<file path="src/rtl/wdt_reload_pkg.sv">
package wdt_reload_pkg;

   // Control word bit positions (software decodes these)
   localparam int unsigned CB_RUN    = 0;
   localparam int unsigned CB_FIRED  = 1;
   localparam int unsigned CB_SHUT   = 2;
   localparam int unsigned CB_DIS    = 3;
   localparam int unsigned CB_RELOAD = 7;

   // Byte offsets of the two words
   localparam int unsigned OFS_CTRL  = 0;
   localparam int unsigned OFS_TMO   = 4;

   typedef enum logic [1:0] {
      ACT_NONE     = 2'd0,
      ACT_RESET    = 2'd1,
      ACT_POWEROFF = 2'd2
   } wdt_action_e;

endpackage

</file>
<file path="src/rtl/wdt_reload_regs.sv">
module wdt_reload_regs
   import wdt_reload_pkg::*;
#(
   parameter int unsigned DATA_W   = 32,
   parameter int unsigned ADDR_W   = 3,
   parameter int unsigned CNT_W    = 16,
   parameter int unsigned CTRL_ADR = OFS_CTRL,
   parameter int unsigned TMO_ADR  = OFS_TMO
) (
   input  logic              clk,
   input  logic              rst_n,
   input  logic              wr_en,
   input  logic [ADDR_W-1:0] addr,
   input  logic [DATA_W-1:0] wdata,
   input  logic              strap,
   input  logic              fired,
   output logic              run,
   output logic              shut,
   output logic [CNT_W-1:0]  tmo,
   output logic              reload,
   output logic              fired_clr,
   output logic [DATA_W-1:0] rdata
);

   localparam logic [ADDR_W-1:0] A_CTRL = ADDR_W'(CTRL_ADR);
   localparam logic [ADDR_W-1:0] A_TMO  = ADDR_W'(TMO_ADR);

   logic hit_ctrl;
   logic hit_tmo;
   logic wr_ctrl;
   logic wr_tmo;

   assign hit_ctrl = (addr == A_CTRL);
   assign hit_tmo  = (addr == A_TMO);
   assign wr_ctrl  = wr_en && hit_ctrl;
   assign wr_tmo   = wr_en && hit_tmo;

   // Reload and fired-clear are strobes derived from the write
   assign reload    = wr_ctrl && wdata[CB_RELOAD];
   assign fired_clr = wr_ctrl && wdata[CB_FIRED];

   always_ff @(posedge clk or negedge rst_n) begin
      if (!rst_n) begin
         run  <= 1'b0;
         shut <= 1'b0;
      end else if (wr_ctrl) begin
         run  <= wdata[CB_RUN];
         shut <= wdata[CB_SHUT];
      end
   end

   always_ff @(posedge clk or negedge rst_n) begin
      if (!rst_n) begin
         tmo <= '0;
      end else if (wr_tmo) begin
         tmo <= wdata[CNT_W-1:0];
      end
   end

   // Readback: reserved and self-clearing bits return zero
   logic [DATA_W-1:0] ctrl_view;
   logic [DATA_W-1:0] tmo_view;

   always_comb begin
      ctrl_view           = '0;
      ctrl_view[CB_RUN]   = run;
      ctrl_view[CB_FIRED] = fired;
      ctrl_view[CB_SHUT]  = shut;
      ctrl_view[CB_DIS]   = strap;
   end

   generate
      if (CNT_W == DATA_W) begin : g_tmo_full
         assign tmo_view = tmo;
      end else begin : g_tmo_pad
         assign tmo_view = {{(DATA_W-CNT_W){1'b0}}, tmo};
      end
   endgenerate

   always_comb begin
      unique case (1'b1)
         hit_ctrl: rdata = ctrl_view;
         hit_tmo:  rdata = tmo_view;
         default:  rdata = '0;
      endcase
   end

endmodule

</file>
<file path="src/rtl/wdt_reload_counter.sv">
module wdt_reload_counter #(
   parameter int unsigned CNT_W       = 16,
   parameter bit          ZERO_AS_ONE = 1'b1
) (
   input  logic             clk,
   input  logic             rst_n,
   input  logic             run,
   input  logic             hold,
   input  logic             tick,
   input  logic             reload,
   input  logic [CNT_W-1:0] tmo,
   output logic [CNT_W-1:0] cnt,
   output logic             expire
);

   localparam logic [CNT_W-1:0] ONE = CNT_W'(1);

   logic [CNT_W-1:0] load_val;
   logic             advance;

   generate
      if (ZERO_AS_ONE) begin : g_zero_one
         assign load_val = (tmo == '0) ? ONE : tmo;
      end else begin : g_zero_raw
         assign load_val = tmo;
      end
   endgenerate

   // Reload has priority over the tick in the same cycle
   assign advance = run && !hold && tick && !reload && (cnt != '0);
   assign expire  = advance && (cnt == ONE);

   always_ff @(posedge clk or negedge rst_n) begin
      if (!rst_n) begin
         cnt <= '0;
      end else if (reload) begin
         cnt <= load_val;
      end else if (advance) begin
         cnt <= cnt - ONE;
      end
   end

endmodule

</file>
<file path="src/rtl/wdt_reload_action.sv">
module wdt_reload_action
   import wdt_reload_pkg::*;
(
   input  logic clk,
   input  logic rst_n,
   input  logic expire,
   input  logic shut,
   input  logic fired_clr,
   output logic fired,
   output logic reset_req,
   output logic shutdown_req
);

   wdt_action_e act_q;
   wdt_action_e act_d;

   always_comb begin
      act_d = ACT_NONE;
      if (expire) act_d = shut ? ACT_POWEROFF : ACT_RESET;
   end

   always_ff @(posedge clk or negedge rst_n) begin
      if (!rst_n) begin
         act_q <= ACT_NONE;
         fired <= 1'b0;
      end else begin
         act_q <= act_d;
         if (expire)         fired <= 1'b1;
         else if (fired_clr) fired <= 1'b0;
      end
   end

   assign reset_req    = (act_q == ACT_RESET);
   assign shutdown_req = (act_q == ACT_POWEROFF);

endmodule

</file>
<file path="src/rtl/wdt_reload_ctl.sv">
module wdt_reload_ctl
   import wdt_reload_pkg::*;
#(
   parameter int unsigned DATA_W      = 32,
   parameter int unsigned ADDR_W      = 3,
   parameter int unsigned CNT_W       = 16,
   parameter bit          ZERO_AS_ONE = 1'b1
) (
   input  logic              clk,
   input  logic              rst_n,
   input  logic              tick_en,
   input  logic              disable_strap,
   input  logic              wr_en,
   input  logic [ADDR_W-1:0] addr,
   input  logic [DATA_W-1:0] wdata,
   output logic [DATA_W-1:0] rdata,
   output logic              reset_req,
   output logic              shutdown_req
);

   localparam int unsigned MIN_DATA_W = CB_RELOAD + 1;

   generate
      if (DATA_W < MIN_DATA_W) begin : g_bad_data_w
         $error("wdt_reload_ctl: DATA_W too narrow for the control bits");
      end
      if (CNT_W < 2 || CNT_W > DATA_W) begin : g_bad_cnt_w
         $error("wdt_reload_ctl: CNT_W out of range");
      end
      if ((1 << ADDR_W) <= OFS_TMO) begin : g_bad_addr_w
         $error("wdt_reload_ctl: ADDR_W cannot reach the timeout word");
      end
   endgenerate

   logic             run_q;
   logic             shut_q;
   logic             fired_q;
   logic [CNT_W-1:0] tmo_q;
   logic [CNT_W-1:0] cnt_q;
   logic             reload_w;
   logic             fired_clr_w;
   logic             expire_w;

   wdt_reload_regs #(
      .DATA_W   (DATA_W),
      .ADDR_W   (ADDR_W),
      .CNT_W    (CNT_W),
      .CTRL_ADR (OFS_CTRL),
      .TMO_ADR  (OFS_TMO)
   ) u_regs (
      .clk       (clk),
      .rst_n     (rst_n),
      .wr_en     (wr_en),
      .addr      (addr),
      .wdata     (wdata),
      .strap     (disable_strap),
      .fired     (fired_q),
      .run       (run_q),
      .shut      (shut_q),
      .tmo       (tmo_q),
      .reload    (reload_w),
      .fired_clr (fired_clr_w),
      .rdata     (rdata)
   );

   wdt_reload_counter #(
      .CNT_W       (CNT_W),
      .ZERO_AS_ONE (ZERO_AS_ONE)
   ) u_cnt (
      .clk    (clk),
      .rst_n  (rst_n),
      .run    (run_q),
      .hold   (disable_strap),
      .tick   (tick_en),
      .reload (reload_w),
      .tmo    (tmo_q),
      .cnt    (cnt_q),
      .expire (expire_w)
   );

   wdt_reload_action u_act (
      .clk          (clk),
      .rst_n        (rst_n),
      .expire       (expire_w),
      .shut         (shut_q),
      .fired_clr    (fired_clr_w),
      .fired        (fired_q),
      .reset_req    (reset_req),
      .shutdown_req (shutdown_req)
   );

endmodule

</file>
<file path="config.mk">
export PLATFORM = sky130hd
export DESIGN_NAME = wdt_reload_ctl
export DESIGN_NICKNAME = d
export VERILOG_FILES = /design/src/rtl/wdt_reload_pkg.sv /design/src/rtl/wdt_reload_regs.sv /design/src/rtl/wdt_reload_counter.sv /design/src/rtl/wdt_reload_action.sv /design/src/rtl/wdt_reload_ctl.sv
export SDC_FILE = /design/constraint.sdc
export NUM_CORES = 1
export LEC_CHECK = 0
export BUFFER_PORTS_ARGS = -buffer_cell sky130_fd_sc_hd__buf_2
export CORE_AREA = 4 4 58 99
export DETAILED_ROUTE_END_ITERATION = 7
export DIE_AREA = 0 0 62 103
export PLACE_DENSITY = 0.84
export SLEW_MARGIN = 20
export SYNTH_ARGS = -nofsm -noshare
export SYNTH_HDL_FRONTEND = slang
export SYNTH_SLANG_ARGS = --single-unit
export TNS_END_PERCENT = 1
</file>
<file path="constraint.sdc">
create_clock -name clk -period 1.8 [get_ports clk]
set_input_delay 0 -clock clk [delete_from_list [all_inputs] [get_ports clk]]
set_output_delay 0 -clock clk [all_outputs]
set_load 0.01 [all_outputs]
</file>
==> results of run 1 <==
what timing repair did:
action                     in CTS  in global routing
setup buffers                   0                  1
pin swaps                       2                 10
hold buffers                   17                  0
resized for setup               3                 15
hold endpoints to repair       56                  0
setup endpoints to repair       5                 16
through the flow:
step | setup TNS [ps] | util [%] | hold slack (ps)
final | -186 | 56.2 | 191
after global routing | -810 | 56.2 | 227
after CTS | -139 | 55.2 | 179
after detailed placement | -92.7 | 49.2 | 129
after global placement | -15.6 | 49.2 | 122
after floorplan | -103 | - | -296
cells in the final DEF, fill, tap and decap left out, types with 2 or more instances in the layout:
| master | instances |
|---|---|
| o211ai_1 | 2 |
| nor3b_1 | 2 |
| nand2_1 | 18 |
| clkbuf_8 | 6 |
| nor4_2 | 2 |
| buf_6 | 2 |
| and3b_1 | 2 |
| buf_2 | 41 |
| conb_1 | 16 |
| nor4_1 | 4 |
| mux2_2 | 17 |
| nand4_1 | 5 |
| buf_4 | 18 |
| a21oi_1 | 3 |
| xor2_1 | 12 |
| mux2i_1 | 4 |
| nor2b_1 | 2 |
| ha_1 | 2 |
| nor3_1 | 3 |
| and2_1 | 2 |
| or4_4 | 2 |
| o21ai_0 | 4 |
| nand4b_1 | 2 |
| inv_1 | 2 |
| and3_1 | 14 |
| dlygate4sd3_1 | 17 |
| nand3_1 | 6 |
| dfrtp_1 | 37 |
| o21ai_1 | 6 |
| nor2_1 | 15 |
power by group:
part / internal (uW) / leakage [uW] / switching (uW) / total, uW
sequential: 1080 / 0.000456 / 289 / 1360
clock: 450 / 0.0000574 / 304 / 754
combinational: 600 / 0.000809 / 578 / 1180
total: 2130 / 0.00132 / 1170 / 3300
worst max-delay path by stage:
stage                                end  slack, ps  cells after the start
2_1_floorplan  u_cnt.cnt[15]$_DFFE_PN0P_       -100                      5
3_3_place_gp   u_cnt.cnt[15]$_DFFE_PN0P_        -20                      5
3_5_place_dp   u_cnt.cnt[15]$_DFFE_PN0P_        -90                      5
4_1_cts        u_cnt.cnt[15]$_DFFE_PN0P_       -100                      5
5_1_grt        u_cnt.cnt[15]$_DFFE_PN0P_       -170                      5
6_report       u_cnt.cnt[15]$_DFFE_PN0P_       -100                      5
state kept, by name, indices dropped and copies added, names as in the netlist:
name	count
u_act.act_q	2
u_act.fired	1
u_cnt.cnt	16
u_regs.run	1
u_regs.shut	1
u_regs.tmo	16
kinds of logic (layout without fill, tap and decap cells):
group,after synthesis,in the layout,share of synthesized area (%)
AO/OA/AOI/OAI,23,23,7.45
flip-flops,37,37,43.4
buffers and inverters,28,89,7.80
multiplexers,21,21,10.9
XOR/XNOR,13,13,5.34
other,1,16,0.176
AND/OR/NAND/NOR,88,88,23.2
adder cells (fa/ha/maj),3,3,1.76
layout make-up:
cell class | instances | area (um^2)
Sequential cell | 37 | 926
Inverter | 3 | 11.3
Clock inverter | 2 | 37.5
Timing Repair Buffer | 78 | 533
Fill cell | 406 | 2180
Tap cell | 54 | 67.6
Multi-Input combinational cell | 164 | 1140
Clock buffer | 6 | 82.6
worst register-to-register path: cells and delay by family (launching register included):
family / cells / cell delay [ps]
simple gates: 3 / 1060
compound gates: 2 / 380
flops: 1 / 390
cells in the mapped netlist, drive strengths merged (2+ instances only):
| library cell | count |
|---|---|
| nand2 | 19 |
| nor3b | 2 |
| nor3 | 3 |
| nand4b | 2 |
| o211ai | 2 |
| dfrtp | 37 |
| nand4 | 5 |
| mux2 | 17 |
| nand3 | 7 |
| nor4 | 7 |
| and2 | 2 |
| ha | 3 |
| and3 | 14 |
| o21ai | 11 |
| and3b | 2 |
| xor2 | 12 |
| a21oi | 3 |
| or4 | 3 |
| inv | 3 |
| mux2i | 4 |
| nor2b | 2 |
| nor2 | 16 |
| clkbuf | 8 |
| buf | 17 |
layer usage:
metal,part of all wire [%],up-vias,global-route usage [%],wire length [um]
li1,-,876,-,-
met1,37,949,22.3,2100
met2,55,88,33.1,3170
met3,4.7,17,3.01,272
met4,3.3,0,11.3,190
met5,0,-,0,0
==> flow_summary_export.csv, run 1 <==
group,metric,value,unit
run_status,outcome,"complete, but fails checks",
run_status,violations,"negative setup slack",
min_path,holdCritStartpoint,"addr[2]",
routing,drc,0,
logic_synthesis,postSynthCellCount,214,
placed_design,portBuffers,41,
floorplan,dieArea,6390,um^2
pwr,peakVddDrop,0.000872,V
clocking,numCtsBuffers,5,
placed_design,dp.cells,318,
floorplan,die_w,62,um
clocking,clkSlewWorstSetupHoldPaths,80,ps
logic_synthesis,synth.top_cell.area_share,43.4,%
sta,period_minus_slack,1900,ps
min_path,hold_depth,5,
logic_synthesis,netlist_area,2130,um^2
logic_synthesis,synth_warnings,0,
sta,setup_violations,4,
critical_path,crit_buf_inv,0,
clocking,clk_path_buf_depth,2,
finish,drive_gt1_share,34.1,%
routing,vias,1930,
routing,wl_per_cell,16.7,um
global_route,grt_first_pass_wirelength,9.37,mm
clocking,cts_num_sinks,37,
finish,area_growth_syn_to_layout,31.0,%
sta,fmax,527,MHz
routing,drt_wl_total,5.73,mm
sta,fin_crit_sh,106,%
critical_path,worstReg2RegStart,"u_cnt.cnt[7]$_DFFE_PN0P_",
logic_synthesis,synth_area_leaders,"dfrtp_1 (43%), mux2_2 (9.0%), buf_4 (5.6%)",
placed_design,pre_cts_slack,-92.7,ps
critical_path,endpoint_kind,"flop",
routing,vias_per_cell,5.61,
global_route,overflow,0,
run,drv_cap,0,
placed_design,hpwlAfterDp,3.90,mm
logic_synthesis,synth.avg_cell_area,9.97,um^2
floorplan,dieHeight,103,um
logic_synthesis,yosysSeqAreaShare,43.4,%
floorplan,start_util,42.9,%
global_route,grt_usage,19.5,%
critical_path,r2r_setup_slack,-100,ps
min_path,whs_endpoint,"u_regs.shut$_DFFE_PN0N_",
logic_synthesis,async_flop_share,100,%
critical_path,critPathMaxStageDelay,540,ps
logic_synthesis,yosysTopAreaCell,"dfrtp_1",
finish,fin_nets,332,
critical_path,arrival,2120,ps
logic_synthesis,synth_cell_type_count,42,
clocking,cts_root_buf,"clkbuf_8",
critical_path,r2r_end,"u_cnt.cnt[15]$_DFFE_PN0P_",
global_route,antenna_found_initial,0,
critical_path,path_cells,"or4_4, a41oi_4, nand3_2, or4_1, a31oi_1",
min_path,hp-class,"input port to flop",
pwr,total_power,3300,uW
finish,final_cells,344,
sta,worst_slack,-99.0,ps
logic_synthesis,synth_seq_cells,37,
floorplan,pin_count,74,
routing,drtIter0Drc,73,
sta,worstMarginPinSlew,796,ps
critical_path,critPathSlowestCell,"or4_4",
sta,rsz0062_at_grt,"true",
placed_design,gp_congestion,0.948,
pwr,p_leak,0.00132,uW
routing,drtAntennaViolNets,0,
clocking,clk_latency,290,ps
critical_path,r2r_cells,5,
finish,final_area,2800,um^2
clocking,htreeDepth,2,
critical_path,worst-path-max-fanout,2,
critical_path,cp_top_family,"simple AND/OR/NAND/NOR gates",
logic_synthesis,synth-main-ff-cell,"dfrtp_1",
global_route,grt_pass1_vias,1960,
clocking,cts_tree,"built",
finish,antenna_cells,0,
routing,dr.pass1.iters,5,
placed_design,placed_cell_area,2450,um^2
sta,finalMaxSlewViolations,0,
floorplan,placementRows,34,
critical_path,cp-startpoint,"u_cnt.cnt[7]$_DFFE_PN0P_",
sta,skew,7.40,ps
critical_path,path_class,"flop to flop",
critical_path,required,2020,ps
critical_path,startpoint_type,"flop",
sta,max_slew_margin,47.0,%
pwr,p_per_area,1180,nW/um^2
logic_synthesis,synth_edf_count,0,
floorplan,coreArea,4980,um^2
global_route,grt_max_degree,38,
sta,hold_viol_final,0,
Power figures use the tool's default switching activity.
==> inputs of run 2 (changes only) <==
- SETUP_SLACK_MARGIN: unset -> 0.4
==> run 2 against run 1 <==
  * The flow still finishes with violations (negative setup slack)
  * Wire length shrank 3.0%
  * Worst hold slack gained 13 ps
  * Maximum frequency grew 0.25%
==> flow_summary_export.csv, run 2 (same netlist as run 1, synthesis figures left out) <==
group,metric,value,unit
run_status,outcome,"complete, but fails checks",
run_status,violations,"negative setup slack",
global_route,grt_max_degree,38,
finish,layout_common_cells,"buf_2 (41), dfrtp_1 (37), buf_4 (18)",
placed_design,portBuffers,41,
sta,finalMaxSlewViolations,0,
critical_path,arrival,2110,ps
routing,drc,0,
routing,drtAntennaViolNets,0,
clocking,clkSlewWorstSetupHoldPaths,80,ps
finish,final_common_cell,"buf_2",
global_route,grt_first_pass_wirelength,9.38,mm
sta,period_minus_slack,1890,ps
critical_path,r2r_cells,5,
run,drv_cap,0,
critical_path,cp_top_family,"simple AND/OR/NAND/NOR gates",
sta,fin_setup_tns,-208,ps
sta,worstMarginPinSlew,799,ps
critical_path,endpoint_kind,"flop",
routing,wl_per_cell,16.2,um
floorplan,die_w,62,um
finish,area_growth_syn_to_layout,32.6,%
finish,final_area,2830,um^2
pwr,p_per_area,1170,nW/um^2
placed_design,gp_congestion,0.948,
routing,vias,1898,
critical_path,startpoint_type,"flop",
floorplan,dieHeight,103,um
placed_design,pre_cts_slack,-92.7,ps
critical_path,worst-path-max-fanout,2,
global_route,antenna_found_initial,0,
critical_path,critPathSlowestCell,"or4_4",
routing,drt_wl_total,5.56,mm
critical_path,path_class,"flop to flop",
floorplan,start_util,42.9,%
critical_path,worstSetupPathDepth,5,
finish,fin_nets,331,
floorplan,placementRows,34,
sta,setup_violations,4,
sta,worst_slack,-94.4,ps
critical_path,crit_buf_inv,0,
routing,dr.pass1.iters,4,
placed_design,dp.cells,318,
finish,reg.largest.list,"u_cnt.cnt x16, u_regs.tmo x16, u_act.act_q x2",
finish,antenna_cells,0,
floorplan,dieArea,6390,um^2
clocking,numCtsBuffers,5,
global_route,grt_pass1_vias,1961,
min_path,hold_depth,5,
finish,final_cells,343,
clocking,cts_root_buf,"clkbuf_8",
critical_path,required,2020,ps
placed_design,hpwlAfterDp,3.90,mm
critical_path,path_cells,"or4_4, a41oi_4, nand3_2, or4_1, a31oi_1",
clocking,clk_latency,300,ps
sta,hold_viol_final,0,
critical_path,critPathMaxStageDelay,540,ps
floorplan,coreArea,4980,um^2
global_route,grt_usage,19.6,%
clocking,htreeDepth,2,
sta,max_slew_margin,46.8,%
floorplan,pin_count,74,
min_path,hp-class,"input port to flop",
finish,drive_gt1_share,37.0,%
pwr,peakVddDrop,0.000869,V
sta,rsz0062_at_grt,"true",
pwr,p_leak,0.00131,uW
sta,whs,204,ps
routing,vias_per_cell,5.53,
clocking,cts_num_sinks,37,
clocking,cts_tree,"built",
sta,skew,9.09,ps
placed_design,placed_cell_area,2450,um^2
clocking,post-cts-setup-buffers,0,
clocking,clk_path_buf_depth,2,
global_route,overflow,0,
sta,fmax,528,MHz
routing,drtIter0Drc,58,
sta,fin_crit_sh,105,%
[run 2: what timing repair did]
action | in CTS | in global routing
gates resized for setup | 22 | 5
hold endpoints to repair | 56 | 0
setup endpoints to repair | 19 | 19
pin swaps | 24 | 5
hold buffers | 17 | 0
[run 2: final timing paths]
| kind | start | end | slack, ps |
|---|---|---|---|
| setup reg to reg | u_cnt.cnt[7]$_DFFE_PN0P_ | u_cnt.cnt[15]$_DFFE_PN0P_ | -90 |
| min in group asynchronous | rst_n | u_act.act_q[1]$_DFF_PN0_ | 330 |
| hold reg to reg | u_regs.shut$_DFFE_PN0N_ | u_act.act_q[0]$_DFF_PN0_ | 470 |
| setup / recovery | u_cnt.cnt[7]$_DFFE_PN0P_ | u_cnt.cnt[15]$_DFFE_PN0P_ | -90 |
| hold / removal | addr[2] | u_regs.shut$_DFFE_PN0N_ | 200 |
| max in group asynchronous | rst_n | u_regs.tmo[11]$_DFFE_PN0P_ | 970 |
[run 2: report_power, final]
group / total [uW] / internal [uW] / switching, uW / leakage (uW)
registers: 1370 / 1080 / 291 / 0.000456
logic: 1180 / 592 / 592 / 0.000798
clock network: 744 / 450 / 294 / 0.0000574
[run 2: per-layer routing]
layer | track usage (%) | share of wire, %
met5 | 0 | 0
met1 | 22.9 | 37
met2 | 32.9 | 55
met3 | 3.01 | 4.6
met4 | 10.6 | 3.1
[run 2: area by class of cell]
cell class	instances	area, um^2
Clock inverter	2	37.5
Tap cell	54	67.6
Fill cell	407	2150
Inverter	3	11.3
Multi-Input combinational cell	164	1180
Clock buffer	6	82.6
Timing Repair Buffer	77	522
Sequential cell	37	926
[run 2: worst min-delay path, cell delays in order]
cell and delay (ps):
buf_2 90, nor3b_1 70, buf_4 150, nand2_1 50
o21ai_0 80
[run 2: metrics by stage]
step / power (uW) / util, %
after CTS: 3280 / 56.7
final: 3300 / 56.8
after global placement: 2320 / 49.2
after floorplan: 1950 / -
after detailed placement: 2370 / 49.2
after global routing: 3490 / 56.8
==> inputs of run 3 (changes only) <==
- CORE_AREA: 4 4 58 99 -> 4 4 60 102
- DIE_AREA: 0 0 62 103 -> 0 0 64 106
- SYNTH_HIERARCHICAL: unset -> 1
==> run 3 against run 2 <==
  * The flow still finishes with violations (negative setup slack)
  * Cell area up 14%
  * Via count up 28%
  * Critical path depth unchanged
  * Core utilization up 4.2 points
  * Setup slack worse by 19 ps
  * Clock power down 18%
  * Global-route usage up 6.2 points
  * Cell count up 17%
  * First-iteration DRC count rose to 4.1 times the previous value
  * Sequential share of layout area down 4.1 points
  * Flip-flop and latch count unchanged
  * Die area up 6.2%
  * Critical path type unchanged
  * Largest power group unchanged
==> flow_summary_export.csv, run 3 <==
group,metric,value,unit
run_status,outcome,"complete, but fails checks",
run_status,violations,"negative setup slack",
sta,period_minus_slack,1910,ps
global_route,antenna_found_initial,0,
floorplan,die_w,64,um
sta,setup_violations,9,
logic_synthesis,synth_xor_xnor_area_share,0,%
logic_synthesis,synth_fa_ha_area_share,1.06,%
routing,dr.pass1.iters,7,
critical_path,critPathSlowestCell,"or4_4",
critical_path,worstReg2RegStart,"u_cnt/cnt[1]$_DFFE_PN0P_",
sta,fmax,523,MHz
global_route,grt_usage,25.7,%
critical_path,critPathMaxStageDelay,580,ps
logic_synthesis,async_flop_share,100,%
critical_path,endpoint_kind,"flop",
clocking,clk_latency,290,ps
clocking,numCtsBuffers,5,
floorplan,start_util,44.3,%
logic_synthesis,synth_top_family_by_area,"simple AND/OR/NAND/NOR gates",
placed_design,gp_congestion,0.921,
clocking,cts_num_sinks,37,
sta,hold_viol_final,0,
logic_synthesis,yosysSeqAreaShare,39.4,%
global_route,grt_max_degree,38,
pwr,peakVddDrop,0.000728,V
routing,wl_per_cell,21.0,um
pwr,p_per_area,880,nW/um^2
finish,fillCellCount,384,
logic_synthesis,yosys.area_share.simple,24.8,%
critical_path,arrival,2110,ps
finish,final_area,3230,um^2
clocking,clk_path_buf_depth,2,
finish,layout_common_cells,"buf_2 (41), buf_4 (40), dfrtp_1 (37)",
critical_path,r2r_cells,5,
finish,fin_nets,369,
logic_synthesis,yosysTopAreaCell,"dfrtp_1",
min_path,holdCritStartpoint,"addr[0]",
logic_synthesis,synth.top_cell.area_share,39.4,%
min_path,hp-class,"input port to flop",
finish,reg.largest.list,"u_cnt/cnt x16, u_regs/tmo x16, u_act/act_q x2",
sta,rsz0062_at_grt,"true",
global_route,overflow,0,
placed_design,hpwlAfterDp,4.98,mm
finish,area_growth_syn_to_layout,37.6,%
logic_synthesis,postSynthCellCount,230,
critical_path,required,2000,ps
sta,whs,241,ps
finish,antenna_cells,0,
clocking,cts_tree,"built",
min_path,hold_depth,4,
critical_path,worst-path-max-fanout,3,
logic_synthesis,synth.most_common_cell,"dfrtp_1",
global_route,grt_first_pass_wirelength,13.4,mm
routing,drtIter0Drc,236,
clocking,clkSlewWorstSetupHoldPaths,80,ps
logic_synthesis,synth_edf_count,0,
floorplan,coreArea,5300,um^2
logic_synthesis,synth_compound_area_share,12.5,%
run,drv_cap,0,
logic_synthesis,synth-main-ff-cell,"dfrtp_1",
floorplan,pin_count,74,
placed_design,portBuffers,41,
floorplan,dieHeight,106,um
sta,skew,4.73,ps
global_route,grt_pass1_vias,2534,
logic_synthesis,netlist_area,2350,um^2
critical_path,path_cells,"buf_4, or4_4, o21ai_0, o311ai_0, a22oi_1",
sta,finalMaxSlewViolations,0,
finish,final_common_cell,"buf_2",
logic_synthesis,synth_mux_area_share,11.9,%
sta,max_slew_margin,44.8,%
logic_synthesis,synth_seq_cells,37,
routing,drtAntennaViolNets,0,
routing,vias,2431,
routing,drt_wl_total,8.43,mm
clocking,cts_root_buf,"clkbuf_8",
sta,worst_slack,-114,ps
pwr,p_leak,0.00153,uW
sta,fin_setup_tns,-688,ps
sta,worstMarginPinSlew,828,ps
sta,fin_crit_sh,106,%
routing,vias_per_cell,6.06,
clocking,htreeDepth,2,
critical_path,startpoint_type,"flop",
logic_synthesis,synth_warnings,6,
placed_design,placed_cell_area,2810,um^2
logic_synthesis,synth.avg_cell_area,10.2,um^2
routing,drc,0,
critical_path,cp-startpoint,"u_cnt/cnt[1]$_DFFE_PN0P_",
critical_path,path_class,"flop to flop",
floorplan,dieArea,6780,um^2
floorplan,placementRows,35,
finish,drive_gt1_share,43.1,%
logic_synthesis,synth_cell_type_count,54,
logic_synthesis,synth_area_leaders,"dfrtp_1 (39%), mux2_4 (6.4%), buf_4 (5.4%)",
logic_synthesis,synth.cells.most_frequent,"dfrtp_1 (37), buf_4 (17), nand2_1 (15), and3_1 (13), inv_1 (11)",
## run 3: cell type report
type	count	area, um^2	share of cell area, %
flip-flops and latches	37	926	28.6
multi-input cells	171	1380	42.6
inverters	11	41.3	1.28
repair buffers	101	709	21.9
clock buffers	7	86.3	2.67
well taps	74	92.6	2.86
## run 3: worst paths after layout
check	slack (ps)	endpoint
max in group asynchronous	930	u_regs/tmo[2]$_DFFE_PN0P_
min	240	u_regs/shut$_DFFE_PN0N_
min in group asynchronous	340	u_regs/tmo[10]$_DFFE_PN0P_
min reg2reg	530	u_act/act_q[0]$_DFF_PN0_
max	-110	u_cnt/cnt[7]$_DFFE_PN0P_
max reg2reg	-110	u_cnt/cnt[7]$_DFFE_PN0P_
## run 3: worst max-delay path, delay by kind of cell (launching register included)
kind / cells / cell delay [ps]
and+or+nand+nor: 1 / 580
AOI/OAI and AO/OA: 3 / 670
buffers and inverters: 1 / 150
DFF: 1 / 420
## run 3: per-layer routing
metal  part of all wire, %  global-route usage [%]  vias to the layer above
met4                   5.5                    15.9                        0
met5                     0                       0                        -
met3                   7.9                    2.85                       38
li1                      -                       -                     1027
met1                    34                    27.9                     1174
met2                    53                    46.4                      192
## run 3: repair_timing
item / CTS / global route
cloned: 1 / 0
hold endpoints to repair: 55 / 0
pin swaps: 11 / 7
buffers inserted: 1 / 2
gates resized for setup: 11 / 20
endpoints found under the setup margin: 19 / 19
hold buffers: 17 / 0
## run 3: power by group
part	switching, uW	internal, uW	total [uW]
Clock	307	304	611
Sequential	191	984	1170
Combinational	492	567	1060
## run 3: logic make-up after synthesis
kind of cell,Yosys count
AND/OR/NAND/NOR,91
other,1
adder cells (fa/ha/maj),2
flip-flops,37
buffers and inverters,38
multiplexers,22
AO/OA/AOI/OAI,39
## run 3: through the flow
stage | instances | utilization [%] | setup slack, ps | power (uW)
after floorplan | 245 | - | -131 | 1610
after global placement | 373 | 53.1 | -63.7 | 1920
after detailed placement | 373 | 53.1 | -192 | 1950
after CTS | 399 | 58.9 | -91.3 | 2630
after global routing | 401 | 61.0 | -128 | 2940
final | 401 | 61.0 | -114 | 2840
